<file path="config.mk">
export PLATFORM = sky130hd
export DESIGN_NAME = pkt_gap_timer
export DESIGN_NICKNAME = d
export VERILOG_FILES = /design/src/rtl/pkt_gap_timer.sv
export SDC_FILE = /design/constraint.sdc
export NUM_CORES = 1
export LEC_CHECK = 0
export ABC_CLOCK_PERIOD_IN_PS = 5730
export BUFFER_PORTS_ARGS = -buffer_cell sky130_fd_sc_hd__buf_2
export CAP_MARGIN = 15
export CORE_AREA = 2 2 39 41
export DETAILED_ROUTE_END_ITERATION = 8
export DIE_AREA = 0 0 41 43
export PLACE_DENSITY = 0.52
export SLEW_MARGIN = 20
export SYNTH_ARGS = -nofsm -noshare
export SYNTH_HDL_FRONTEND = slang
export SYNTH_SLANG_ARGS = --single-unit
</file>
<file path="constraint.sdc">
create_clock -name clk_i -period 5.73 [get_ports clk_i]
set_clock_uncertainty 0.2 [all_clocks]
set_input_delay 0.8595 -clock clk_i [delete_from_list [all_inputs] [get_ports clk_i]]
set_output_delay 0.8595 -clock clk_i [all_outputs]
set_load 0.02 [all_outputs]
</file>
<file path="src/rtl/pkt_gap_timer.sv">
module pkt_gap_timer #(
  parameter int unsigned GAP_MAX = 64
) (
  input  logic clk_i,
  input  logic rst_ni,
  input  logic restart_i,
  input  logic idle_i,
  output logic expire_o
);
  localparam int unsigned CNT_W = $clog2(GAP_MAX + 1);

  logic [CNT_W-1:0] cnt_q;

  assign expire_o = idle_i && (cnt_q == CNT_W'(GAP_MAX));

  always_ff @(posedge clk_i or negedge rst_ni) begin
    if (!rst_ni)                 cnt_q <= '0;
    else if (restart_i)          cnt_q <= '0;
    else if (idle_i && !expire_o) cnt_q <= cnt_q + CNT_W'(1);
  end
endmodule

</file>
* After elaboration in Yosys (flattened, before gate mapping) *
Index checks and enable logic that the tools add are counted.

word-level totals
  logic and storage cells = 9
  bits of input ports = 4
  memory bits (read-only) = 0
  register bits = 7
  memory bits (writable) = 0
  output and inout bits = 1
  latch bits = 0
  memories kept = 0

operators by class
  equal/unequal tests = 1
  divide/modulo/power cells = 0
  $mul = 0
  order comparisons = 0
  bitwise logic cells = 0
  shifts and indexed selects = 0
  reduce and logical (&&, ||, !) cells = 4
  $add $sub $neg = 1
  multiplexer cells = 2

operators by type and width
  kind                                                            number
  7-bit two-way mux                                               2
  7-bit by 1-bit adder with 7-bit output (second input constant)  1
  7-bit == test (second input constant)                           1
  1-bit logical AND                                               2
  2-bit nonzero test                                              1
  1-bit zero test                                                 1

* Longest topological paths before layout *
Gate-level depths: netlist of run 1.

  word-level depth = 6
  gate-level depth with buffers = 5
  depth with buffers taken out = 5

* Worst setup path after synthesis of run 1 *
OpenSTA, ideal clock, no wires.

  kind = in2out
  start point = input idle_i
  end point = output expire_o
  path buffers = 1
  stages on the path = 2
  data required time = 4.671 ns
  path slack = 3.429 ns
  arrival = 1.241 ns
  path through = buf_6 and4_2

on the way
  word-level cells in the longest chain between the ends = 1

ends and longest elaborated chain
  what               line  source
  start, declared    7     input logic idle_i,
  1-bit logical AND  14    assign expire_o = idle_i && (cnt_q == CNT_W'(GAP_MAX));
  end, declared      8     output logic expire_o

Every way passes these cells.

* Worst setup path in the final report of run 1 *
  start point = register cnt_q[2]
  end point = output expire_o

on the way
  word-level cells in the longest chain between the ends = 2

ends and longest elaborated chain
  what                    line  source
  start, declared         12    logic [CNT_W-1:0] cnt_q;
  start signal, assigned  19    else if (idle_i && !expire_o) cnt_q <= cnt_q + CNT_W'(1);
  7-bit == test           14
  1-bit logical AND       14

Every way passes these cells.

==> metrics.md, run 1 <==
| Metric | Value |
|---|---|
| Biggest regs | cnt_q (7) |
| Die height | 43 um |
| Synth Warn # | 0 |
| Setup bufs post-CTS | 0 |
| IO Count | 5 |
| Yosys reg bits | 7 |
| Register area share after synthesis | 38.46% |
| Syn Nets | 52 |
| Fin Setup TNS | 0 ns |
| DR vias | 361 |
| Startpoint types | register |
| Share of post-route cells with drive strength above 1 | 23.08% |
| Antenna Cells | 0 |
| Initial antenna violation count | 0 |
| Largest register FFs | 7 |
| Average routed wire per standard cell | 12.81 um |
| # rows | 14 |
| Area contributors post-synth | dfrtp_1, ha_1, nor4_4, nand4b_1, xor2_1 |
| RSZ-0062 raised after global routing | no |
| Top-count cell post-synth | dfrtp_1 |
| # resized after CTS | 0 |
| R2r worst-path depth | 3 |
| Ys async rst share | 100.0% |
| GRT Resource Usage Total | 14.00% |
| Status | completed |
| CTS tree | built |
| Clock root buffer | clkbuf_4 |
| Worst min path class | in2async |
| Crit path capture type | primary output |
| Post-synth cell types | 25 |
| First-pass GRT wire length | 1.524 mm |
| Critical Path Fanout Max | 6 |
| Drt first-iter violations | 6 |
| Vias in the first global route | 339 |
| Final Cell Area | 503.0 um2 |
| Post-DRT Antenna Nets | 0 |
| Clk_lat worst skew | 0.25 ns |
| Hold buffer count at cts | 0 |
| Reg2Reg Setup Slack | 3.82 ns |
| Largest area contributor in the netlist | dfrtp_1 |
| Post-synth top area share | 38.46% |
| Core footprint | 1384 um2 |
| Commonest register cell after synthesis | dfrtp_1 |
| Worst EP arrival | 1.51 ns |
| Leak | 0.2113 nW |
| Max Slew Vio Count | 0 |
| Worst EP required | 4.67 ns |
| Horiz. Die Dim | 41 um |
| Number of synthesized flops with an enable pin | 0 |
| Peak VDD IR | 0.00009577 V |
| Nets | 59 |
| Final period util | 44.92% |
| Hold slack | 0.2317 ns |
| Synthesis-to-finish area growth | 10.44% |
| Synth Area per Inst | 9.901 um2 |
| Hold Vio Cnt, Final | 0 |
| Grt total ovfl | 0 |
| Max transition margin | 78.30% |
| Placed instance area | 476.7 um2 |
| Number of max-cap violations | 0 |
| Sink Count | 7 |
| Die footprint | 1763 um2 |
| GPL Wtd Cong | 0.6687 |
| Residual DRC | 0 |
| Clk pin slew, worst setup/hold paths | 0.05 ns |
| RR Startpoint | cnt_q[2] |
| Num CTS Buffers | 3 |
| Post-Synthesis Cells | 46 |
| Via density | 5.309 |
| Largest net degree at the start of global routing | 13 |
| Cell Area, Synth | 455.4 um2 |
| Largest Register | cnt_q |
| Reg-to-reg endpoint | cnt_q[0] |
| Drt first pass iters | 6 |
| # port buffers | 4 |
| Most frequent cells after synthesis | dfrtp_1, nand2_1, a21oi_1, nor2_1 |
| Post-detailed-routing wire length | 871 um |
| Clk buf depth | 2 |
| Setup violations, final | 0 |
| Max Freq | 388.5 MHz |
| Slew at the pin with the worst max-slew slack | 0.3230 ns |
| WS Path Type | reg2out |
| Initial Util | 32.91% |
| H-tree depth | 1 |
| Tmin final | 2.574 ns |
| Cell area power density | 215.9 nW/um2 |
how the worst max path moves through the flow:
stage,slack [ns],from,end,depth (start not counted)
after global routing,3.06,cnt_q[2],expire_o,3
after floorplan,3.43,idle_i,expire_o,2
final,3.16,cnt_q[2],expire_o,3
after global placement,3.26,idle_i,expire_o,3
after detailed placement,3.25,idle_i,expire_o,3
after CTS,3.13,cnt_q[2],expire_o,3
power by group:
part           total (W)  switching (W)  internal [W]
sequential     0.0000527     0.00000185     0.0000508
combinational  0.0000108     0.00000649    0.00000430
clock          0.0000451      0.0000185     0.0000266
total           0.000109      0.0000269     0.0000817
cell families after synthesis:
logic type,Yosys count,share of synthesized area (%)
simple gates,23,34.07
fa+ha+maj,2,5.494
buf+inv,4,5.770
flops,7,38.46
compound gates,7,9.889
xor+xnor,2,3.847
mux,1,2.472
worst max-delay path: stages (launching register included):
cell     delay [ns]
dfrtp_1        0.45
nor4_4         0.40
and4_2         0.25
buf_2          0.15
layout by cell type (no fill, tap or decap), types with 2 or more instances in the layout:
cell,netlist,layout
dfrtp_1,7,7
nand2_1,4,4
buf_2,0,4
nor2_1,3,3
a21oi_1,3,3
clkbuf_4,0,3
inv_1,2,2
nand4_1,2,2
xor2_1,2,2
o21ai_0,2,2
or3_1,2,2
nand4b_1,2,2
nand3_1,2,2
ha_1,2,2
metal layers:
metal  global-route usage, %  wire [um]  up-vias
met5                       0          0        -
li1                        -          -      183
met3                   6.283         23        5
met4                   12.00         42        0
met1                   19.81        455      165
met2                   15.00        350        8
stage by stage:
stage	utilization (%)	worst slack, ns	instances	total power (W)
global route	36.35	3.060	68	0.0001189
finish	36.35	3.156	68	0.0001086
CTS	36.35	3.126	68	0.0001108
floorplan	-	3.429	46	0.00006144
global placement	34.45	3.255	64	0.00006427
detailed placement	34.45	3.247	64	0.00006446
layout make-up:
type | instances | area (um2)
inverters | 2 | 7.507
repair buffers | 4 | 20.02
flip-flops and latches | 7 | 175.2
multi-input cells | 35 | 254.0
fillers | 153 | 880.8
clock buffers | 4 | 26.28
well taps | 16 | 20.02
No activity file was read; power rests on OpenSTA's default activity.
==> run 2, diff against run 1 <==
--- a/config.mk
+++ b/config.mk
@@ -5,13 +5,13 @@
 export SDC_FILE = /design/constraint.sdc
 export NUM_CORES = 1
 export LEC_CHECK = 0
-export ABC_CLOCK_PERIOD_IN_PS = 5730
+export ABC_CLOCK_PERIOD_IN_PS = 2250
 export BUFFER_PORTS_ARGS = -buffer_cell sky130_fd_sc_hd__buf_2
 export CAP_MARGIN = 15
 export CORE_AREA = 2 2 39 41
 export DETAILED_ROUTE_END_ITERATION = 8
 export DIE_AREA = 0 0 41 43
-export PLACE_DENSITY = 0.52
+export PLACE_DENSITY = 0.54
 export SLEW_MARGIN = 20
 export SYNTH_ARGS = -nofsm -noshare
 export SYNTH_HDL_FRONTEND = slang
==> constraint.sdc (replaced) <==
create_clock -name clk_i -period 2.25 [get_ports clk_i]
set_clock_uncertainty 0.2 [all_clocks]
set_input_delay 0.3375 -clock clk_i [delete_from_list [all_inputs] [get_ports clk_i]]
set_output_delay 0.3375 -clock clk_i [all_outputs]
set_load 0.02 [all_outputs]
==> run 2 against run 1 <==
Against the previous run: global-route usage fell by 1.7 points; via count rose by 5.3%; setup slack got worse by 2.9 ns; clock power rose to 2.6 times the previous value; register-to-register slack got worse by 3.5 ns; highest routed layer unchanged.
==> metrics.md, run 2 (synthesis gave the netlist of run 1 again) <==
| Metric | Value |
|---|---|
| Critical Path Fanout Max | 6 (unchanged) |
| Initial antenna violation count | 0 (unchanged) |
| # rows | 14 (unchanged) |
| Commonest non-fill, non-tap cell in the layout | dfrtp_1 |
| Hold path cells | 2 |
| Hold Vio Cnt, Final | 0 (unchanged) |
| Share of post-route cells with drive strength above 1 | 22.64% (-0.44 points) |
| GPL Wtd Cong | 0.6774 (+1.3%) |
| Most frequent cells in the layout | dfrtp_1, nand2_1, buf_2 |
| Worst EP arrival | 1.49 ns (-0.02 ns) |
| Largest register FFs | 7 (unchanged) |
| Sink Count | 7 (unchanged) |
| Design Power | 0.0002797 W (+160%) |
| Biggest regs | cnt_q (7) |
| Post-DRT Antenna Nets | 0 (unchanged) |
| Synthesis-to-finish area growth | 12.64% |
| # port buffers | 4 (unchanged) |
| Power Internal | 0.0002092 W (+160%) |
| Worst EP required | 1.71 ns (-2.96 ns) |
| Number of max-cap violations | 0 (unchanged) |
| DR vias | 380 (+5.3%) |
| Setup violations, final | 0 (unchanged) |
| Final period util | 90.02% |
| Fillers | 136 (-11%) |
| Crit path capture type | primary output |
| Reg2Reg Setup Slack | 0.36 ns (-3.46 ns) |
| Cell area power density | 545.3 nW/um2 (+150%) |
| Core footprint | 1384 um2 (unchanged) |
| WS Path Type | reg2out |
| IO Count | 5 (unchanged) |
| R2r worst-path depth | 3 (unchanged) |
| Setup bufs post-CTS | 0 (unchanged) |
| Worst hold path startpoint | restart_i |
| Clock root buffer | clkbuf_4 |
| Fin Setup TNS | 0 ns (unchanged) |
| # resized after CTS | 0 (unchanged) |
| Via density | 5.507 (+3.7%) |
| Placed instance area | 476.7 um2 (unchanged) |
| Nets | 60 (+1.7%) |
| Average routed wire per standard cell | 12.28 um (-4.2%) |
| Tmin final | 2.025 ns |
| Slew at the pin with the worst max-slew slack | 0.3000 ns (-0.02307 ns) |
| Max transition margin | 79.85% (+1.5 points) |
| Final Cell Area | 513.0 um2 (+2.0%) |
| Grt total ovfl | 0 (unchanged) |
| Max Slew Vio Count | 0 (unchanged) |
| Vias in the first global route | 336 (-0.88%) |
| H-tree depth | 1 (unchanged) |
| Largest net degree at the start of global routing | 13 (unchanged) |
| Clk buf depth | 2 (unchanged) |
| Status | completed |
| Max Freq | 493.7 MHz |
| Hold slack | 0.1917 ns (-0.03995 ns) |
| Largest Register | cnt_q |
| Psw | 0.00007053 W (+160%) |
| CTS tree | built |
| Initial Util | 32.91% (unchanged) |
| Clk pwr share | 41.7% (about the same) |
| Clk pin slew, worst setup/hold paths | 0.05 ns (about the same) |
| Sw Share | 25.21% (+0.47 points) |
| Post-detailed-routing wire length | 847 um (-2.8%) |
| RSZ-0062 raised after global routing | no |
| Startpoint types | register |
| Peak VDD IR | 0.0001912 V (+100%) |
| Min-Delay Endpoint | cnt_q[2] |
| Worst min path class | in2reg |
| Drt first-iter violations | 8 (+2) |
| Comb power frac | 10.3% (+0.4 points) |
| Antenna Cells | 0 (unchanged) |
| Residual DRC | 0 (unchanged) |
| Reg-to-reg endpoint | cnt_q[0] |
| Drt first pass iters | 4 (-2) |
| Die footprint | 1763 um2 (unchanged) |
| Flop pwr share | 48.0% (-0.5 points) |
| RR Startpoint | cnt_q[2] |
| Num CTS Buffers | 3 (unchanged) |
| Clk_lat worst skew | 0.25 ns (about the same) |
| GRT Resource Usage Total | 12.30% (-1.7 points) |
| Leak | 0.2155 nW (+2.0%) |
| Die height | 43 um (unchanged) |
| Hold buffer count at cts | 1 (+1) |
| Horiz. Die Dim | 41 um (unchanged) |
| First-pass GRT wire length | 1.428 mm (-6.3%) |
[run 2: cell count changes in the layout (fill, tap and decap cells not counted)]
cell and change:
dlygate4sd3_1 +1
[run 2: power by group through the flow]
stage               Clock, W  Sequential, W  Combinational, W
global route        0.000132       0.000135         0.0000336
global placement           0       0.000137         0.0000275
CTS                 0.000121       0.000134         0.0000295
finish              0.000117       0.000134         0.0000290
detailed placement         0       0.000136         0.0000277
floorplan                  0       0.000135         0.0000213
[run 2: critical path, stage by stage, from the launching register on]
cell	delay (ns)
dfrtp_1	0.44
nor4_4	0.38
and4_2	0.26
buf_2	0.15
[run 2: layout make-up]
class,instances,area (um2),area share (%)
clock buffer,4,26.28,5.122
inverter,2,7.507,1.463
multi-input combinational,35,254.0,49.51
timing repair buffer,5,30.03,5.854
tap,16,20.02,3.902
sequential,7,175.2,34.15
[run 2: worst max path at each step]
stage          depth (start not counted)  slack (ns)      from  endpoint
2_1_floorplan                          3        0.46  cnt_q[2]  cnt_q[0]
3_3_place_gp                           3        0.39  cnt_q[2]  cnt_q[0]
3_5_place_dp                           3        0.38  cnt_q[2]  cnt_q[0]
4_1_cts                                3        0.20  cnt_q[2]  expire_o
5_1_grt                                3        0.12  cnt_q[2]  expire_o
6_report                               3        0.22  cnt_q[2]  expire_o
[run 2: metal layers]
layer | track usage, % | vias up | wire length (um)
met3 | 3.141 | 4 | 26
met2 | 16.88 | 7 | 379
met4 | 8.000 | 0 | 13
li1 | - | 188 | -
met5 | 0 | - | 0
met1 | 16.29 | 181 | 428
[run 2: metrics by stage]
step	utilization, %	cells	setup WS (ns)
finish	37.07	69	0.2245
global route	37.07	69	0.1204
CTS	37.07	69	0.2046
detailed placement	34.45	64	0.3761
global placement	34.45	64	0.3919
floorplan	-	46	0.4567
